$ cat src/rtl/fcmp_pkg.sv
package fcmp_pkg;
  localparam int PRED_W = 5;
  localparam int LEG_W  = 3;

  typedef struct packed {
    logic nan;
    logic snan;
    logic qnan;
    logic zero;
    logic sub;
  } fp_class_t;

  // bit order gt, lt, eq, un matches the truth-mask layout
  typedef struct packed {
    logic gt;
    logic lt;
    logic eq;
    logic un;
  } rel_t;
endpackage

$ cat src/rtl/fp_classify.sv
module fp_classify
  import fcmp_pkg::*;
#(
  parameter int EXP_W  = 11,
  parameter int FRAC_W = 52,
  localparam int W     = 1 + EXP_W + FRAC_W
) (
  input  logic [W-1:0] op_i,
  output fp_class_t    cls_o
);
  logic [EXP_W-1:0]  exp_f;
  logic [FRAC_W-1:0] frac_f;
  logic exp_max, exp_min, frac_nz;

  assign exp_f   = op_i[W-2:FRAC_W];
  assign frac_f  = op_i[FRAC_W-1:0];
  assign exp_max = &exp_f;
  assign exp_min = ~|exp_f;
  assign frac_nz = |frac_f;

  always_comb begin
    cls_o.nan  = exp_max & frac_nz;
    cls_o.qnan = exp_max & frac_nz & frac_f[FRAC_W-1];
    cls_o.snan = exp_max & frac_nz & ~frac_f[FRAC_W-1];
    cls_o.zero = exp_min & ~frac_nz;
    cls_o.sub  = exp_min & frac_nz;
  end
endmodule

$ cat src/rtl/fp_relation.sv
module fp_relation
  import fcmp_pkg::*;
#(
  parameter int EXP_W  = 11,
  parameter int FRAC_W = 52,
  localparam int W     = 1 + EXP_W + FRAC_W
) (
  input  logic [W-1:0] a_i,
  input  logic [W-1:0] b_i,
  input  fp_class_t    cls_a_i,
  input  fp_class_t    cls_b_i,
  output rel_t         rel_o
);
  logic [W-2:0] mag_a, mag_b;
  logic sgn_a, sgn_b, mag_gt;

  assign mag_a  = a_i[W-2:0];
  assign mag_b  = b_i[W-2:0];
  assign sgn_a  = a_i[W-1];
  assign sgn_b  = b_i[W-1];
  assign mag_gt = mag_a > mag_b;

  always_comb begin
    rel_o = '0;
    if (cls_a_i.nan || cls_b_i.nan) begin
      rel_o.un = 1'b1;
    end else if ((cls_a_i.zero && cls_b_i.zero) || (a_i == b_i)) begin
      rel_o.eq = 1'b1;
    end else if (sgn_a != sgn_b) begin
      rel_o.gt = sgn_b;
      rel_o.lt = sgn_a;
    end else begin
      // both negative: larger magnitude is the smaller value
      rel_o.gt = mag_gt ^ sgn_a;
      rel_o.lt = ~(mag_gt ^ sgn_a);
    end
  end
endmodule

$ cat src/rtl/pred_decode.sv
module pred_decode
  import fcmp_pkg::*;
(
  input  logic [PRED_W-1:0] pred_i,
  input  logic              legacy_i,
  output logic [3:0]        mask_o,
  output logic              sig_q_o,
  output logic              reserved_o
);
  logic [PRED_W-1:0] code;

  assign code       = legacy_i ? {{(PRED_W-LEG_W){1'b0}}, pred_i[LEG_W-1:0]} : pred_i;
  assign reserved_o = legacy_i & (|pred_i[PRED_W-1:LEG_W]);
  // signaling when low two bits differ; upper half inverts the choice
  assign sig_q_o    = (code[0] ^ code[1]) ^ code[4];

  always_comb begin
    unique case (code[3:0])
      4'h0: mask_o = 4'b0010;
      4'h1: mask_o = 4'b0100;
      4'h2: mask_o = 4'b0110;
      4'h3: mask_o = 4'b0001;
      4'h4: mask_o = 4'b1101;
      4'h5: mask_o = 4'b1011;
      4'h6: mask_o = 4'b1001;
      4'h7: mask_o = 4'b1110;
      4'h8: mask_o = 4'b0011;
      4'h9: mask_o = 4'b0101;
      4'hA: mask_o = 4'b0111;
      4'hB: mask_o = 4'b0000;
      4'hC: mask_o = 4'b1100;
      4'hD: mask_o = 4'b1010;
      4'hE: mask_o = 4'b1000;
      default: mask_o = 4'b1111;
    endcase
  end
endmodule

$ cat src/rtl/fp64_pred_cmp.sv
module fp64_pred_cmp
  import fcmp_pkg::*;
#(
  parameter int EXP_W   = 11,
  parameter int FRAC_W  = 52,
  parameter bit REG_OUT = 1'b1,
  localparam int W      = 1 + EXP_W + FRAC_W
) (
  input  logic              clk_i,
  input  logic              rst_ni,
  input  logic [W-1:0]      a_i,
  input  logic [W-1:0]      b_i,
  input  logic [PRED_W-1:0] pred_i,
  input  logic              legacy_i,
  output logic              result_o,
  output logic              invalid_o,
  output logic              denorm_o,
  output logic              reserved_o
);
  fp_class_t cls_a, cls_b;
  rel_t      rel;
  logic [3:0] mask;
  logic sig_q, rsv;
  logic res_d, inv_d, den_d;

  fp_classify #(.EXP_W(EXP_W), .FRAC_W(FRAC_W)) u_cls_a (.op_i(a_i), .cls_o(cls_a));
  fp_classify #(.EXP_W(EXP_W), .FRAC_W(FRAC_W)) u_cls_b (.op_i(b_i), .cls_o(cls_b));

  fp_relation #(.EXP_W(EXP_W), .FRAC_W(FRAC_W)) u_rel (
    .a_i(a_i), .b_i(b_i), .cls_a_i(cls_a), .cls_b_i(cls_b), .rel_o(rel)
  );

  pred_decode u_dec (
    .pred_i(pred_i), .legacy_i(legacy_i),
    .mask_o(mask), .sig_q_o(sig_q), .reserved_o(rsv)
  );

  assign res_d = |(mask & rel);
  assign inv_d = cls_a.snan | cls_b.snan | ((cls_a.qnan | cls_b.qnan) & sig_q);
  assign den_d = cls_a.sub | cls_b.sub;

  generate
    if (REG_OUT) begin : g_reg
      always_ff @(posedge clk_i or negedge rst_ni) begin
        if (!rst_ni) begin
          result_o   <= 1'b0;
          invalid_o  <= 1'b0;
          denorm_o   <= 1'b0;
          reserved_o <= 1'b0;
        end else begin
          result_o   <= res_d;
          invalid_o  <= inv_d;
          denorm_o   <= den_d;
          reserved_o <= rsv;
        end
      end
    end else begin : g_comb
      assign result_o   = res_d;
      assign invalid_o  = inv_d;
      assign denorm_o   = den_d;
      assign reserved_o = rsv;
    end
  endgenerate
endmodule

$ cat config.mk
export PLATFORM = sky130hd
export DESIGN_NAME = fp64_pred_cmp
export DESIGN_NICKNAME = d
export VERILOG_FILES = /design/src/rtl/fcmp_pkg.sv /design/src/rtl/fp_classify.sv /design/src/rtl/fp_relation.sv /design/src/rtl/pred_decode.sv /design/src/rtl/fp64_pred_cmp.sv
export SDC_FILE = /design/constraint.sdc
export NUM_CORES = 1
export LEC_CHECK = 0
export BUFFER_PORTS_ARGS = -buffer_cell sky130_fd_sc_hd__buf_2
export CORE_AREA = 3 3 88 74
export CTS_BUF_LIST = sky130_fd_sc_hd__clkbuf_8
export CTS_CLUSTER_DIAMETER = 150
export DETAILED_ROUTE_END_ITERATION = 10
export DIE_AREA = 0 0 91 77
export PLACE_DENSITY = 0.79
export SYNTH_ARGS = -nofsm -noshare
export SYNTH_HDL_FRONTEND = slang
export SYNTH_HIERARCHICAL = 1
export SYNTH_SLANG_ARGS = --single-unit
$ cat constraint.sdc
create_clock -name clk_i -period 0.8 [get_ports clk_i]
set_input_delay 0.16 -clock clk_i [delete_from_list [all_inputs] [get_ports clk_i]]
set_output_delay 0.16 -clock clk_i [all_outputs]
set_load 0.005 [all_outputs]
Word-level counts from Yosys, hierarchy flattened. Memories as Yosys holds them, arrays and structs flattened. Cells that the tools add are included.

Logic and storage cells: 52. Bits in registers: 4. Output and inout bits: 4. Memory bits (read-only): 64. Input bits: 136. Memories: 1.

Memories: (name not given) (words 16, bits a word 4, read ports 1, clocked after Yosys merged registers in 0, wr ports 0, line pred_decode.sv:18) `unique case (code[3:0])`.

Bitwise logic cells: 25. Muxes and demuxes: 6. Eq/ne operators: 2. Reductions and logical operators: 13. $lt $le $gt $ge: 1.

Operators with widths (count): OR reduction 52 bit (2); == test 64 bit (1); greater-than comparator 63 bit (1); AND reduction 11 bit (2); OR reduction 11 bit (2); bitwise AND 1 bit (12); 2-to-1 mux 5 bit (1); inverter 1 bit (5); bitwise AND 4 bit (1); 2-to-1 mux 2 bit (2); OR 1 bit (4); OR reduction 4 bit (1); 2-to-1 mux 3 bit (1); bitwise XOR 1 bit (3); zero test 1 bit (2); logical OR 1 bit (2); 2-to-1 mux 1 bit (2); OR reduction 2 bit (1); logical AND 1 bit (1); inequality test 1 bit (1).

Longest topological paths before layout. Gate-level depths: netlist of run 1.

Depth after elaboration: 9. Mapped depth: 11. Gate-level depth less buffers: 11.

Hierarchy. Netlist of run 1, hierarchy kept.

Modules (own cells, without submodules): fp_relation (seq. area each 0.0 sq um, area each 1656.6 sq um, instances 1, cells an instance 234); fp_classify (seq. area each 0.0 sq um, area each 216.5 sq um, instances 2, cells an instance 32); pred_decode (seq. area each 0.0 sq um, area each 142.6 sq um, instances 1, cells an instance 17); fp64_pred_cmp (seq. area each 100.1 sq um, area each 137.6 sq um, instances 1, cells an instance 11).

Least setup slack after synthesis of run 1. OpenSTA, ideal clock, no wires.

Path type: input -> register. From: input b_i[45]. To: register result_o. Cell stages on the path: 11. Library setup time: 0.124 ns. Buffers on the path: 0. Arrival time: 2.328 ns. Required time: 0.676 ns. Slack: -1.652 ns. Cell sequence: inv_1 ha_1 nand4_1 nor3_2 a221o_1 o31a_1 or4_4 a21bo_1 and3_1 a22oi_1 nand2_1.

RTL lines: start: declaration (line fp64_pred_cmp.sv:12) `input logic [W-1:0] b_i,`; end signal: assignment (line fp64_pred_cmp.sv:51) `result_o <= res_d;`; end: declaration (line fp64_pred_cmp.sv:15) `output logic result_o,`.

==> flow_summary.ini, run 1 <==
[run_status]
status = finished with violations
violations = setup timing

[timing]
timing.final.ws_setup_ns = -1.503
max_slew_margin_pct = 67.72
finalCritPeriodShare_pct = 287.9
fmax_mhz = 434.2
drv_slew = 0
finalSetupViolCount = 7
tightest_slew_ns = 0.4797
period_minus_slack_ns = 2.303
rsz0062_at_grt = yes
hold_viol = 0

[cts]
cts_htree_levels = 1
cts_buffers = 3
cts.path.max_buffers = 2
clkSlewWorstSetupHoldPaths_ns = 0.03
cts_sinks = 4
root_buffer = clkbuf_8
cts_tree = built

[yosys]
synth_nets = 529
avgSynthCellArea_um2 = 7.269
synth_seq_cells = 4
yosysSeqAreaShare_pct = 4.224
synth_commonest_cells = 69 x inv_1, 67 x ha_1, 25 x a21oi_1, 23 x nand4_1, 23 x nor4_1
yosysWarnings = 6
yosys.area.top_type = ha_1
synth_ff_type = dfrtp_1
synth.most_common_cell = inv_1
synthCells = 326
synth-async-reset-ratio_pct = 100.0
synthTopCellsByArea = ha_1 35%, inv_1 11%, nand4_1 6.1%
synth_top_area_share_pct = 35.37
synth_edf_count = 0
synth_area_um2 = 2370
yosysUniqueCellTypes = 40

[detailed_routing]
firstDrtPassIters = 4
vias = 3485
drc = 0
drt-initial-drc-count = 95
wl_per_cell_um = 15.14
final_antenna_net_count = 0
via_per_inst = 5.288
drt-total-wl_um = 9975

[power_and_ir_drop]
p_leak_uw = 0.002415
p_per_area_nw_per_um2 = 608.5
total_power_uw = 2758
vdd_drop_max_v = 0.0003828

[critical_path]
worst-path-buf-inv = 3
critical_path_required_ns = 0.89
critPathSlowestCell = ha_1
arrival_ns = 2.39
end_kind = flip-flop
cp_max_fo = 3
slowest_delay_ns = 0.32
worstSetupPathType = primary input to flip-flop
cpLargestDelayFamily = simple AND/OR/NAND/NOR gates
crit_path_frequent_cell = nand4_1
crit_path_start_kind = primary input
path_cells = buf_2, inv_1, ha_1, nand4_1, buf_4, nor4bb_1, nand4_1, nand3b_1, o21ai_2, nor2_1, and3_1, a22oi_1, nand2_1

[cells_and_area]
stdcell_count = 659
multi_input_area_um2 = 2441
diodes = 0
synthToLayoutAreaGrowth_pct = 91.29
seq_area_um2 = 100.1
drive_gt1_share_pct = 56.40
nets = 783
nFillCells = 438

[global_route]
grtUsageTotal_pct = 27.73
antenna_found_initial = 0
grt_pass1_wl_um = 16160
first_global_vias = 3784
grt_max_degree = 5
gr-total-overflow = 0

[floorplanning]
dieArea_um2 = 7007
coreArea_um2 = 5756
die_w_um = 91
row_count = 25
die_h_um = 77
ios = 140
initial_core_util_pct = 41.17

[place]
post-dp-hpwl_um = 8825
place_inst = 655
place.gp.congestion = 0.8884
port_buffers = 139

[min_path]
holdCritPathClass = primary input to flip-flop

[flow_run]
maxCapViolCount = 0
==> sequential cells by signal, summed over array words and instances, names as in the netlist <==
| signal | flops |
|---|---|
| result_o | 1 |
| denorm_o | 1 |
| invalid_o | 1 |
| reserved_o | 1 |
==> worst paths after layout <==
check                          start         end  cells past startpoint
max                          b_i[29]    result_o                     13
min                        pred_i[4]  reserved_o                      2
max in group asynchronous     rst_ni   invalid_o                      2
min in group asynchronous     rst_ni  reserved_o                      2
==> kinds of logic (layout without fill, tap and decap cells) <==
family / Yosys count / after routing / share of synthesized area [%]
DFF: 4 / 4 / 4.224
buffers and inverters: 70 / 322 / 11.25
adders and majority gates: 67 / 67 / 35.37
AOI/OAI and AO/OA: 54 / 54 / 14.04
and+or+nand+nor: 126 / 126 / 33.21
muxes: 1 / 1 / 0.4224
xor gates and xnor gates: 4 / 4 / 1.479
==> final cells by class <==
class,count,share of cell area [%]
Tap cell,81,2.236
Timing Repair Buffer,250,34.58
Multi-Input combinational cell,252,53.85
Sequential cell,4,2.208
Inverter,69,6.210
Clock buffer,3,0.9108
==> layout by cell type (no fill, tap or decap), types with 4 or more instances in the layout <==
cell type,synthesis,routed
inv_4,0,4
buf_2,0,135
and4_1,5,5
buf_4,1,107
nand4_1,23,23
a21o_1,4,4
dfrtp_1,4,4
a21oi_1,25,16
nor2_1,15,14
nor3_1,6,5
buf_6,0,7
nor4_1,23,16
nand2_1,16,16
nor4_2,10,10
nand3_1,12,12
a21oi_2,0,9
o21ai_1,0,5
nor4_4,0,7
ha_4,0,21
ha_1,67,46
inv_1,69,55
inv_2,0,9
==> report_power, final <==
group          switching (uW)  internal, uW  leakage, uW
Clock                     101           320    0.0000216
Combinational             981          1140      0.00234
Sequential               3.13           216    0.0000522
Total                    1080          1670      0.00241
==> routing by layer <==
layer / vias up / part of all wire [%] / track usage (%)
met5: - / 0 / 0
met4: 0 / 3.4 / 11.60
met3: 37 / 4.9 / 3.431
met2: 134 / 53 / 54.96
li1: 1705 / - / -
met1: 1609 / 38 / 28.95
==> metrics by stage <==
stage | util [%] | worst slack [ns] | TNS [ns] | hold WS (ns) | cell area (um2)
final | 78.76 | -1.503 | -3.343 | 0.1620 | 4533
after global routing | 78.76 | -1.607 | -3.684 | 0.1747 | 4533
after CTS | 77.63 | -1.465 | -3.365 | 0.1636 | 4468
after detailed placement | 74.93 | -1.773 | -4.165 | -0.03408 | 4313
after global placement | 74.93 | -1.723 | -4.003 | -0.03480 | 4313
after floorplan | - | -1.417 | -2.276 | -0.1356 | 2698
==> timing repair <==
action	4_1_cts	5_1_grt
pin swaps	8	7
buffers inserted	0	0
hold endpoints to repair	4	0
resized for setup	22	13
hold buffers	1	0
setup endpoints to repair	7	7
(Power assumes the default switching activity.)
==> inputs of run 2 (changes only) <==
- CORE_AREA: 3 3 88 74 -> 2 2 87 73
- DIE_AREA: 0 0 91 77 -> 0 0 89 75
==> flow_summary.ini, run 2 (synthesis results as in run 1) <==
[detailed_routing]
vias = 3488
drt-total-wl_um = 10060
drc = 0
drt-initial-drc-count = 124
final_antenna_net_count = 0
via_per_inst = 5.293
wl_per_cell_um = 15.27
firstDrtPassIters = 4

[critical_path]
worstSetupPathType = primary input to flip-flop
arrival_ns = 2.47
crit_path_start_kind = primary input
end_kind = flip-flop
cp_max_fo = 3
critical_path_required_ns = 0.90

[floorplanning]
ios = 140
row_count = 25
coreArea_um2 = 5756
die_w_um = 89
die_h_um = 75
dieArea_um2 = 6675
initial_core_util_pct = 41.17

[timing]
max_slew_margin_pct = 73.37
fmax_mhz = 421.3
rsz0062_at_grt = yes
hold_viol = 0
finalSetupTns_ns = -3.390
drv_slew = 0
finalCritPeriodShare_pct = 296.7
timing.final.ws_setup_ns = -1.573
period_minus_slack_ns = 2.373
finalSetupViolCount = 7
tightest_slew_ns = 0.3958

[cells_and_area]
final_common_cell = buf_2
design_area_um2 = 4628
nets = 783
seq_area_um2 = 100.1
multi_input_area_um2 = 2521
final_cell_mix = 134 x buf_2, 107 x buf_4, 51 x inv_1
synthToLayoutAreaGrowth_pct = 95.30
drive_gt1_share_pct = 58.48
nFillCells = 396
diodes = 0

[flow_run]
maxCapViolCount = 0

[global_route]
grt_max_degree = 5
grtUsageTotal_pct = 28.39
grt_pass1_wl_um = 15020
first_global_vias = 3638
gr-total-overflow = 0
antenna_found_initial = 0

[cts]
root_buffer = clkbuf_8
cts_sinks = 4
clkSlewWorstSetupHoldPaths_ns = 0.03
cts.path.max_buffers = 2
cts_htree_levels = 1
cts_buffers = 3
cts_tree = built

[min_path]
holdCritPathClass = primary input to flip-flop

[power_and_ir_drop]
p_leak_uw = 0.002419
p_per_area_nw_per_um2 = 616.3
vdd_drop_max_v = 0.0003371

[place]
port_buffers = 139
placed_area_um2 = 4313
post-dp-hpwl_um = 8495
place.gp.congestion = 0.8938

[run_status]
violations = setup timing
status = finished with violations
[run 2: cell type report]
class / instances / share of cell area [%]
clock buffers: 3 / 0.8921
well taps: 81 / 2.190
multi-input cells: 252 / 54.47
flip-flops and latches: 4 / 2.163
repair buffers: 250 / 34.20
inverters: 69 / 6.083
[run 2: critical path: stages]
cell       delay [ns]
buf_2            0.12
inv_1            0.12
ha_4             0.22
a21oi_2          0.18
o21ai_2          0.11
a2111oi_4        0.33
a211oi_2         0.12
or4_4            0.53
a21bo_1          0.20
and3_1           0.14
a22oi_1          0.17
nand2_1          0.06
[run 2: path summary, 6_finish.rpt]
kind / depth (start not counted) / slack (ns) / to / from
max: 12 / -1.57 / result_o / b_i[56]
min: 2 / 0.17 / reserved_o / pred_i[4]
max in group asynchronous: 2 / 0.40 / result_o / rst_ni
min in group asynchronous: 2 / 0.28 / reserved_o / rst_ni
[run 2: through the flow]
step | worst slack, ns | hold slack, ns | util, % | cells | power [uW]
after floorplan | -1.417 | -0.1356 | - | 326 | 997.5
after global placement | -1.714 | -0.03519 | 74.93 | 655 | 2055
after detailed placement | -1.762 | -0.02977 | 74.93 | 655 | 2168
after CTS | -1.436 | 0.1674 | 77.59 | 659 | 2677
after global routing | -1.720 | 0.1777 | 80.41 | 659 | 3082
final | -1.573 | 0.1747 | 80.41 | 659 | 2852
[run 2: power breakdown]
part           total (uW)  switching, uW  internal (uW)  leakage [uW]
clock network         421            101            320     0.0000216
registers             220           3.92            216     0.0000522
logic                2210           1020           1200       0.00235
total                2850           1120           1730       0.00242
[run 2: metal layers]
layer	track usage, %	routed length (um)	vias to the layer above
met4	7.794	210	0
met3	4.605	587	24
li1	-	-	1719
met5	0	0	-
met2	57.96	5426	132
met1	29.83	3834	1613
[run 2: timing repair]
item,CTS,global route
hold endpoints to repair,4,0
setup buffers,0,0
endpoints found under the setup margin,7,7
pin swaps,9,17
gates resized for setup,24,26
hold buffers,1,0
==> inputs of run 3 (changes only) <==
- CORE_AREA: 2 2 87 73 -> 2 2 80 67
- DIE_AREA: 0 0 89 75 -> 0 0 82 69
- PLACE_DENSITY: 0.79 -> 0.89
- RECOVER_POWER: default -> 50
- clock period: 0.8 -> 2.9 ns (I/O delays scaled with it)
==> flow_summary.ini, run 3 (synthesis results as in run 1) <==
[run_status]
status = finished clean

[critical_path]
end_kind = flip-flop
cp_max_fo = 2
critical_path_required_ns = 3.00
arrival_ns = 2.95
crit_path_start_kind = primary input
worstSetupPathType = primary input to flip-flop

[power_and_ir_drop]
vdd_drop_max_v = 0.0001731
p_per_area_nw_per_um2 = 175.2
p_leak_uw = 0.002127
total_power_uw = 652.1

[place]
placed_area_um2 = 3593
place.gp.congestion = 0.8913
post-dp-hpwl_um = 7579
port_buffers = 139
post-place-ws_ns = -0.2781

[timing]
finalCritPeriodShare_pct = 98.23
max_slew_margin_pct = 68.55
drv_slew = 0
tightest_slew_ns = 0.4674
finalSetupViolCount = 0
timing.final.ws_setup_ns = 0.05144
hold_viol = 0
holdWs_ns = 0.1819
fmax_mhz = 351.1
period_minus_slack_ns = 2.849

[detailed_routing]
drt-total-wl_um = 8812
met2_length_um = 4419
wl_met1_um = 3522
firstDrtPassIters = 6
highest_layer = met4
wl_per_cell_um = 14.89
drt-initial-drc-count = 222
vias = 3353
via_per_inst = 5.664
drc = 0
wl_met3_um = 730
final_antenna_net_count = 0

[floorplanning]
ios = 140
coreArea_um2 = 4835
die_h_um = 69
die_w_um = 82
initial_core_util_pct = 49.02
dieArea_um2 = 5658
row_count = 23

[cells_and_area]
nets = 735
synthToLayoutAreaGrowth_pct = 57.07
final_common_cell = buf_2
final_cell_mix = 137 x buf_2, 69 x inv_1, 63 x buf_4, 63 x ha_1, 24 x a21oi_1
final_util_pct = 76.99
diodes = 0
design_area_um2 = 3722
drive_gt1_share_pct = 43.02

[global_route]
grtUsageTotal_pct = 28.73
gr-total-overflow = 0
grt_pass1_wl_um = 13320
first_global_vias = 3343
antenna_found_initial = 0
grt_max_degree = 6

[cts]
cts_buffers = 3
cts.path.max_buffers = 2
cts_sinks = 4
root_buffer = clkbuf_8
cts_htree_levels = 1
cts_tree = built
ctsHoldBuffers = 0
clkSlewWorstSetupHoldPaths_ns = 0.03

[min_path]
holdCritPathClass = primary input to asynchronous set/reset pin

[flow_run]
maxCapViolCount = 0
## run 3: cell types whose count changed in the layout (fill, tap and decap cells not counted), moves of 8 or more
cell / delta
a21oi_1: +8
inv_2: -13
buf_4: -44
ha_1: +23
inv_1: +18
a21oi_2: -8
ha_4: -23
## run 3: final cells by class
cell class,count,area [um2]
multi-input cells,252,2078
repair buffers,202,1166
fillers,385,1112
inverters,69,259.0
flip-flops and latches,4,100.1
well taps,62,77.57
clock buffers,3,41.29
## run 3: final timing paths
check / startpoint / to / slack (ns) / cells after the start
setup / recovery: b_i[46] / result_o / 0.05 / 12
hold / removal: rst_ni / invalid_o / 0.18 / 1
max in group asynchronous: rst_ni / denorm_o / 2.54 / 1
min in group clk_i: pred_i[4] / reserved_o / 0.62 / 2
## run 3: routing by layer
metal / global-route usage, % / vias to the layer above
met5: 0 / -
met4: 8.704 / 0
met2: 53.03 / 186
li1: - / 1615
met1: 32.88 / 1526
met3: 4.581 / 26
## run 3: power breakdown
part | total, uW | leakage, uW | switching, uW | internal (uW)
clock network | 119 | 0.0000216 | 30.2 | 88.6
registers | 60.3 | 0.0000522 | 0.710 | 59.6
logic | 473 | 0.00205 | 230 | 243
total | 652 | 0.00213 | 261 | 391
## run 3: per-stage QoR
step	TNS [ns]	std cells
after global routing	-0.02507	592
final	0	592
after detailed placement	-0.2781	587
after CTS	0	590
after global placement	-0.1741	587
after floorplan	0	326
## run 3: critical path, stage by stage
cell and delay (ns):
buf_2 0.11, inv_1 0.10, ha_4 0.22, nand4_1 0.15, nor3_2 0.08, a221o_1 0.32, o31a_1 0.29, or4_4 0.48
a21bo_1 0.19, and3_1 0.19, a22oi_2 0.16, nand2_1 0.06
## run 3: repair_timing
action | CTS | global route
resized for setup | 3 | 10
endpoints found under the setup margin | 1 | 1
gates cloned | 0 | 0
pin swaps | 1 | 8
setup buffers | 0 | 2
